==> src/rtl/crc16s_pkg.sv <==
package crc16s_pkg;
  typedef enum logic [1:0] {
    PH_IDLE = 2'd0,
    PH_DATA = 2'd1,
    PH_SEAL = 2'd2
  } phase_t;
endpackage

==> src/rtl/crc16s_step.sv <==
// One-bit update of a Galois-style CRC register, taps chosen by POLY.
module crc16s_step #(
  parameter int              CRC_W = 16,
  parameter logic [CRC_W-1:0] POLY = 16'h8005
) (
  input  logic [CRC_W-1:0] cur,
  input  logic             din,
  output logic [CRC_W-1:0] nxt
);
  logic fb;
  assign fb = din ^ cur[CRC_W-1];

  for (genvar i = 0; i < CRC_W; i++) begin : g_tap
    if (i == 0) begin : g_lsb
      assign nxt[i] = fb & POLY[i];
    end else begin : g_mid
      assign nxt[i] = cur[i-1] ^ (fb & POLY[i]);
    end
  end
endmodule

==> src/rtl/crc16s_reg.sv <==
// CRC state register with clear priority and shift enable.
module crc16s_reg #(
  parameter int              CRC_W = 16,
  parameter logic [CRC_W-1:0] POLY = 16'h8005
) (
  input  logic             clk,
  input  logic             rst_n,
  input  logic             clr,
  input  logic             shift_en,
  input  logic             shift_bit,
  output logic [CRC_W-1:0] crc_q
);
  logic [CRC_W-1:0] step_nxt;
  logic [CRC_W-1:0] crc_d;
  logic             crc_en;

  crc16s_step #(.CRC_W(CRC_W), .POLY(POLY)) u_step (
    .cur (crc_q),
    .din (shift_bit),
    .nxt (step_nxt)
  );

  always_comb begin
    crc_en = clr | shift_en;
    crc_d  = clr ? '0 : step_nxt;
  end

  always_ff @(posedge clk or negedge rst_n) begin
    if (!rst_n) begin
      crc_q <= '0;
    end else if (crc_en) begin
      crc_q <= crc_d;
    end
  end
endmodule

==> src/rtl/crc16s_seq.sv <==
// Byte/seal sequencer: loads a word into a shifter and feeds it MSB first.
module crc16s_seq
  import crc16s_pkg::*;
#(
  parameter int DATA_W = 8,
  parameter int CRC_W  = 16
) (
  input  logic              clk,
  input  logic              rst_n,
  input  logic              clr,
  input  logic              in_valid,
  input  logic [DATA_W-1:0] in_data,
  input  logic              seal_req,
  input  logic              seal_cpl,
  input  logic [CRC_W-1:0]  crc_now,
  output logic              in_ready,
  output logic              busy,
  output logic              shift_en,
  output logic              shift_bit,
  output logic              chk_valid,
  output logic [DATA_W-1:0] chk_byte
);
  localparam int CNT_W  = $clog2(CRC_W);
  localparam int LANE_W = $clog2(DATA_W);
  localparam int PAD_W  = CRC_W - DATA_W;
  localparam logic [CNT_W-1:0] DATA_LAST = CNT_W'(DATA_W - 1);
  localparam logic [CNT_W-1:0] SEAL_LAST = CNT_W'(CRC_W - 1);

  phase_t           phase_q, phase_d;
  logic [CNT_W-1:0] cnt_q, cnt_d;
  logic [CRC_W-1:0] sh_q, sh_d;
  logic             st_en;
  logic             take_seal;
  logic             take_data;
  logic             last_bit;

  always_comb begin
    take_seal = (phase_q == PH_IDLE) && seal_req;
    take_data = (phase_q == PH_IDLE) && in_valid && !seal_req;
    last_bit  = ((phase_q == PH_DATA) && (cnt_q == DATA_LAST)) ||
                ((phase_q == PH_SEAL) && (cnt_q == SEAL_LAST));
    phase_d   = phase_q;
    cnt_d     = cnt_q;
    sh_d      = sh_q;
    if (clr) begin
      phase_d = PH_IDLE;
      cnt_d   = '0;
    end else begin
      case (phase_q)
        PH_IDLE: begin
          if (take_seal) begin
            phase_d = PH_SEAL;
            cnt_d   = '0;
            sh_d    = crc_now ^ {CRC_W{seal_cpl}};
          end else if (take_data) begin
            phase_d = PH_DATA;
            cnt_d   = '0;
            sh_d    = {in_data, {PAD_W{1'b0}}};
          end
        end
        default: begin
          sh_d = {sh_q[CRC_W-2:0], 1'b0};
          if (last_bit) begin
            phase_d = PH_IDLE;
            cnt_d   = '0;
          end else begin
            cnt_d = cnt_q + 1'b1;
          end
        end
      endcase
    end
    st_en = clr || (phase_q != PH_IDLE) || take_seal || take_data;
  end

  always_ff @(posedge clk or negedge rst_n) begin
    if (!rst_n) begin
      phase_q <= PH_IDLE;
      cnt_q   <= '0;
      sh_q    <= '0;
    end else if (st_en) begin
      phase_q <= phase_d;
      cnt_q   <= cnt_d;
      sh_q    <= sh_d;
    end
  end

  always_comb begin
    in_ready  = (phase_q == PH_IDLE);
    busy      = (phase_q != PH_IDLE);
    shift_en  = busy;
    shift_bit = sh_q[CRC_W-1];
    chk_valid = (phase_q == PH_SEAL) && (cnt_q[LANE_W-1:0] == '0);
    chk_byte  = sh_q[CRC_W-1 -: DATA_W];
  end
endmodule

==> src/rtl/crc16s_engine.sv <==
module crc16s_engine #(
  parameter int              DATA_W      = 8,
  parameter int              CRC_W       = 16,
  parameter logic [CRC_W-1:0] POLY        = 16'h8005,
  parameter logic [CRC_W-1:0] CPL_RESIDUE = 16'h800D
) (
  input  logic                clk,
  input  logic                rst_n,
  input  logic                clr,
  input  logic                in_valid,
  input  logic [DATA_W-1:0]   in_data,
  output logic                in_ready,
  output logic                busy,
  input  logic                seal_req,
  input  logic                seal_cpl,
  output logic                chk_valid,
  output logic [DATA_W-1:0]   chk_byte,
  output logic [CRC_W/2-1:0]  crc_hi,
  output logic [CRC_W/2-1:0]  crc_lo,
  output logic                residue_zero,
  output logic                residue_cpl
);
  localparam int HALF_W = CRC_W / 2;

  logic [CRC_W-1:0] crc_q;
  logic             shift_en;
  logic             shift_bit;

  crc16s_seq #(.DATA_W(DATA_W), .CRC_W(CRC_W)) u_seq (
    .clk       (clk),
    .rst_n     (rst_n),
    .clr       (clr),
    .in_valid  (in_valid),
    .in_data   (in_data),
    .seal_req  (seal_req),
    .seal_cpl  (seal_cpl),
    .crc_now   (crc_q),
    .in_ready  (in_ready),
    .busy      (busy),
    .shift_en  (shift_en),
    .shift_bit (shift_bit),
    .chk_valid (chk_valid),
    .chk_byte  (chk_byte)
  );

  crc16s_reg #(.CRC_W(CRC_W), .POLY(POLY)) u_reg (
    .clk       (clk),
    .rst_n     (rst_n),
    .clr       (clr),
    .shift_en  (shift_en),
    .shift_bit (shift_bit),
    .crc_q     (crc_q)
  );

  always_comb begin
    crc_hi       = crc_q[CRC_W-1 -: HALF_W];
    crc_lo       = crc_q[HALF_W-1:0];
    residue_zero = (crc_q == '0);
    residue_cpl  = (crc_q == CPL_RESIDUE);
  end
endmodule

==> config.mk <==
export PLATFORM = sky130hd
export DESIGN_NAME = crc16s_engine
export DESIGN_NICKNAME = d
export VERILOG_FILES = /design/src/rtl/crc16s_pkg.sv /design/src/rtl/crc16s_step.sv /design/src/rtl/crc16s_reg.sv /design/src/rtl/crc16s_seq.sv /design/src/rtl/crc16s_engine.sv
export SDC_FILE = /design/constraint.sdc
export NUM_CORES = 1
export LEC_CHECK = 0
export ABC_AREA = 1
export BUFFER_PORTS_ARGS = -buffer_cell sky130_fd_sc_hd__buf_2
export CAP_MARGIN = 20
export CORE_AREA = 2 2 70 72
export DETAILED_ROUTE_END_ITERATION = 8
export DIE_AREA = 0 0 72 74
export PLACE_DENSITY = 0.73
export SYNTH_ARGS = -nofsm -noshare
export SYNTH_HDL_FRONTEND = slang
export SYNTH_SLANG_ARGS = --single-unit
==> constraint.sdc <==
create_clock -name clk -period 1.3 [get_ports clk]
set_input_delay 0.26 -clock clk [delete_from_list [all_inputs] [get_ports clk]]
set_output_delay 0.26 -clock clk [all_outputs]
set_load 0.01 [all_outputs]
# Yosys cells after proc, flatten, opt, wreduce, memory -nomap -nowiden

Cells that the tools add are included.
Widths: inputs -> output; s select.

Bits in registers: 38
Bits of input ports: 14
Output and inout port bits: 29

Multiplexer cells: 14
Bitwise operators: 6
Reduce and logical (&&, ||, !) cells: 19
Add/sub/neg operators: 1
Eq/ne operators: 7

Operators with widths:

| kind                 | count |
|---|---|
| $mux 16              | 4 |
| $mux 4               | 5 |
| $eq 16x16->1 const B | 1 |
| $logic_not 16->1     | 1 |
| $xor 16x16->16       | 1 |
| $mux 2               | 5 |
| $logic_and 1x1->1    | 6 |
| $reduce_and 3->1     | 2 |
| $add 4x1->4 const B  | 1 |
| $eq 4x3->1 const B   | 1 |
| $eq 4x4->1 const B   | 1 |
| $logic_or 1x1->1     | 4 |
| $ne 4x2->1 const B   | 1 |
| $logic_not 3->1      | 1 |
| $ne 3x1->1 const B   | 1 |
| $reduce_bool 3->1    | 1 |
| $xor 1x1->1          | 3 |
| $eq 2x1->1 const B   | 1 |
| $eq 2x2->1 const B   | 1 |
| $logic_not 2->1      | 1 |
| $reduce_and 2->1     | 1 |
| $reduce_bool 2->1    | 1 |
| $logic_not 1->1      | 1 |
| $not 1->1            | 1 |
| $or 1x1->1           | 1 |

# Logic depth before layout (Yosys ltp)

Word-level depth: 7
Gate-level depth with buffers: 9

# Modules after synthesis

A second synthesis with hierarchy kept.

Cells, all modules: 333
Area total of the unflattened synthesis: 2386.0 sq um

By module, submodules not included:

| module        | times used | area an instance (sq um) | cells each |
|---|---|---|---|
| crc16s_seq    | 1          | 1437.6                   | 199 |
| crc16s_reg    | 1          | 648.1                    | 70 |
| crc16s_step   | 1          | 166.4                    | 29 |
| crc16s_engine | 1          | 133.9                    | 35 |

# Least setup slack after synthesis

OpenSTA, ideal clock, no wires.

Path type: reg2out
From: register u_reg.crc_q[15]
To: output residue_cpl
Path slack: -0.028 ns
Arrival: 1.068 ns
Cell stages (with the launch flop): 6
Buffers on the path: 1
Cells stage by stage: dfrtp_1 clkbuf_1 nand2_1 nor3_1 nand4_1 nor2_1

Longest elaborated chain between the ends: 1

RTL lines:

| element                | line                | source |
|---|---|---|
| start, declared        | crc16s_reg.sv:11    | `output logic [CRC_W-1:0] crc_q` |
| start signal, assigned | crc16s_reg.sv:32    | `crc_q <= crc_d;` |
| $eq 16x16->1           | crc16s_engine.sv:59 | `residue_cpl = (crc_q == CPL_RESIDUE);` |
| end, declared          | crc16s_engine.sv:21 | `output logic residue_cpl` |

Every way passes these cells.

# Worst setup path after layout

Ends and elaborated chain as after synthesis.

==> reports/metrics.csv <==
stage,metric,value,unit
run_status,status,"finished, violations left",
run_status,failing checks,setup timing,
routing,drt total wl,7141,µm
timing,FMAX,603.0,MHz
setup_path,Critical Path RT,1.04,ns
global_route,first-pass GRT wire length,9687,µm
power_and_ir_drop,combinational power share,0.509,
global_route,number of global-route vias before repair,2084,
clocking,CTS root buffer,clkbuf_8,
placement,RD Place Congestion,0.8844,
logic_synthesis,Post-Syn Area,2168,µm²
setup_path,Arrival @ worst endpoint,1.40,ns
setup_path,CP Max Fanout,3,
cells_and_area,most frequent cells in the layout,"nand2_1 (117), buf_4 (38), buf_2 (37), dfrtp_1 (37), nor2_1 (25)",
logic_synthesis,YS warnings,0,
logic_synthesis,synthesized flop and latch total,38,
logic_synthesis,post-synth top area cell,dfrtp_1,
floorplan,core area,4598,µm²
clocking,H-tree levels,2,
cells_and_area,Final nets,410,
power_and_ir_drop,Seq pwr share,0.324,
power_and_ir_drop,power share of the clock group,0.167,
cells_and_area,"commonest non-fill, non-tap cell in the layout",nand2_1,
routing,drt pass-1 iters,5,
clocking,Clock Path Buffers,2,
logic_synthesis,Post-Syn Instances,306,
floorplan,initial core utilization,0.4716,
clocking,clock sinks,38,
cells_and_area,area occupied by multi-input gates,1207,µm²
global_route,Total Routing Usage GR,0.2324,
placement,DP HPWL,4085,µm
clocking,worst skew pair latency,0.29,ns
cells_and_area,fill count,347,
logic_synthesis,sequential share of the synthesized area,0.4385,
timing,min Tclk post-route,1.658,ns
timing,Worst-Margin Slew,0.3877,ns
cells_and_area,register area,952.2,µm²
flow_run,MaxCap Viol Count,0,
logic_synthesis,Yosys cell types,24,
timing,Setup WS post-layout,-0.3584,ns
timing,Clock Skews,0.01413,ns
timing,Final period util,1.276,
routing,Avg WL per Cell,15.90,µm
timing,"Slew Viols, Final",0,
setup_path,CP startpoint kind,flip-flop,
power_and_ir_drop,Psw,0.002156,W
min_path,HP Class,in2reg,
clocking,"Clk pin slew, worst setup/hold paths",0.09,ns
routing,Vias,2448,
cells_and_area,Area growth syn-to-layout,48.70,%
routing,DRC Markers,0,
cells_and_area,n_diodes,0,
power_and_ir_drop,Sw Ratio,0.4121,
timing,endpoints failing setup,45,
logic_synthesis,syn_nets,322,
timing,RSZ-0062 raised after global routing,yes,
power_and_ir_drop,total power,0.005231,W
logic_synthesis,"Avg Cell Area, Syn",7.086,µm²
power_and_ir_drop,maximum vdd drop,0.001002,V
power_and_ir_drop,Pwr per Cell Area,1622,nW/µm²
placement,Place WS,-0.05633,ns
routing,Routed Antenna Nets,0,
clocking,CTS tree,done,
routing,DRT iter0 DRCs,201,
routing,Via density,5.452,
logic_synthesis,largest cells by area after synthesis,"dfrtp_1 (44%), nand2_1 (23%), inv_1 (4.8%)",
logic_synthesis,top cell type's share of synthesized area,0.4385,
cells_and_area,final instance area,3224,µm²
floorplan,I/O pins,43,
floorplan,Die Height,74,µm
global_route,Congestion Overflow GR,0,
power_and_ir_drop,Internal,0.003075,W
setup_path,critical path capture point type,output pin,
floorplan,num rows,25,
global_route,maximum number of pins on one net before global-route repair,25,
floorplan,Die Area,5328,µm²
timing,TNS Setup,-6.481,ns
floorplan,Die W,72,µm
placement,I/O Buffers,42,
setup_path,Crit Path Class,reg2out,
placement,Area after DPL,2616,µm²
global_route,initial antenna violation count,0,
timing,final hold violation count,0,
cells_and_area,final core occ,0.7012,
timing,slew margin rel.,0.7415,
clocking,CTS buffer count,5,
power_and_ir_drop,Pleak,1.718,nW
cells_and_area,share of cells above drive strength 1,0.4253,
-- sequential cells by signal, indices dropped and copies added, names as in the netlist --
| register | count |
|---|---|
| u_reg.crc_q | 16 |
| u_seq.cnt_q | 4 |
| u_seq.sh_q | 16 |
| u_seq.phase_q | 2 |
-- metal layers --
| metal | GRT usage | wire [µm] | up-vias |
|---|---|---|---|
| met2 | 0.3796 | 3506 | 155 |
| li1 | - | - | 1128 |
| met4 | 0.05870 | 223 | 0 |
| met3 | 0.04878 | 565 | 31 |
| met5 | 0 | 0 | - |
| met1 | 0.3194 | 2846 | 1134 |
-- through the flow --
step	std cells	hold WS, ns
2_1_floorplan	306	-0.03559
3_3_place_gp	420	0.1956
3_5_place_dp	420	0.2020
4_1_cts	437	0.2723
5_1_grt	449	0.3200
6_report	449	0.2769
-- worst paths after layout --
kind | to | slack (ns) | cells after the start | start
worst max-delay path | residue_cpl | -0.36 | 5 | u_reg.crc_q[15]
min in group asynchronous | u_seq.phase_q[0] | 0.41 | 2 | rst_n
worst min register to register | u_seq.sh_q[7] | 0.49 | 2 | u_seq.sh_q[7]
worst max register to register | u_seq.sh_q[15] | -0.22 | 8 | u_seq.phase_q[1]
max in group asynchronous | u_reg.crc_q[0] | 0.41 | 3 | rst_n
worst min-delay path | u_seq.sh_q[15] | 0.28 | 5 | in_data[7]
-- cell families after synthesis --
logic type,share of synthesized area
and+or+nand+nor,0.3549
buffers and inverters,0.1079
DFF,0.4385
AOI/OAI and AO/OA,0.07905
xor gates and xnor gates,0.008080
adders and majority gates,0.01154
-- critical path: stages (launching register included) --
cell and delay, ns:
dfrtp_1 0.41, nand2_1 0.11, nor3_1 0.21, nand4_1 0.12, nor2_1 0.12, buf_2 0.14
-- synthesized netlist by cell type (all sizes together) --
master and instances:
a21boi 1, ha 2, buf 16, or2 1, dfrtp 38, nand2 136, nand3 15, nand4 6
o22ai 14, o21ai 12, nor3 1, inv 29, xor2 1, xnor2 1, a21oi 1, clkbuf 2
nor2 30
-- cell type report --
class | instances | area share
clock buffers | 7 | 0.02678
clock inverters | 1 | 0.001552
inverters | 29 | 0.03686
multi-input cells | 221 | 0.3745
flip-flops and latches | 38 | 0.2953
well taps | 54 | 0.02095
repair buffers | 98 | 0.2406
repair inverters | 1 | 0.003492
-- timing repair --
item,in CTS,in global routing
pin swaps,10,27
hold buffers,1,0
endpoints found under the hold margin,14,0
gates cloned,0,2
gates resized for setup,24,73
buffers inserted,8,11
endpoints found under the setup margin,9,31
-- power by group through the flow --
| stage | clock [W] | sequential [W] | combinational [W] |
|---|---|---|---|
| floorplan | 0 | 0.00166 | 0.00123 |
| global placement | 0 | 0.00168 | 0.00170 |
| detailed placement | 0 | 0.00169 | 0.00175 |
| CTS | 0.000858 | 0.00165 | 0.00204 |
| finish | 0.000873 | 0.00170 | 0.00266 |
| global route | 0.000921 | 0.00173 | 0.00285 |
Note: power is estimated with default switching activity, not from simulation.
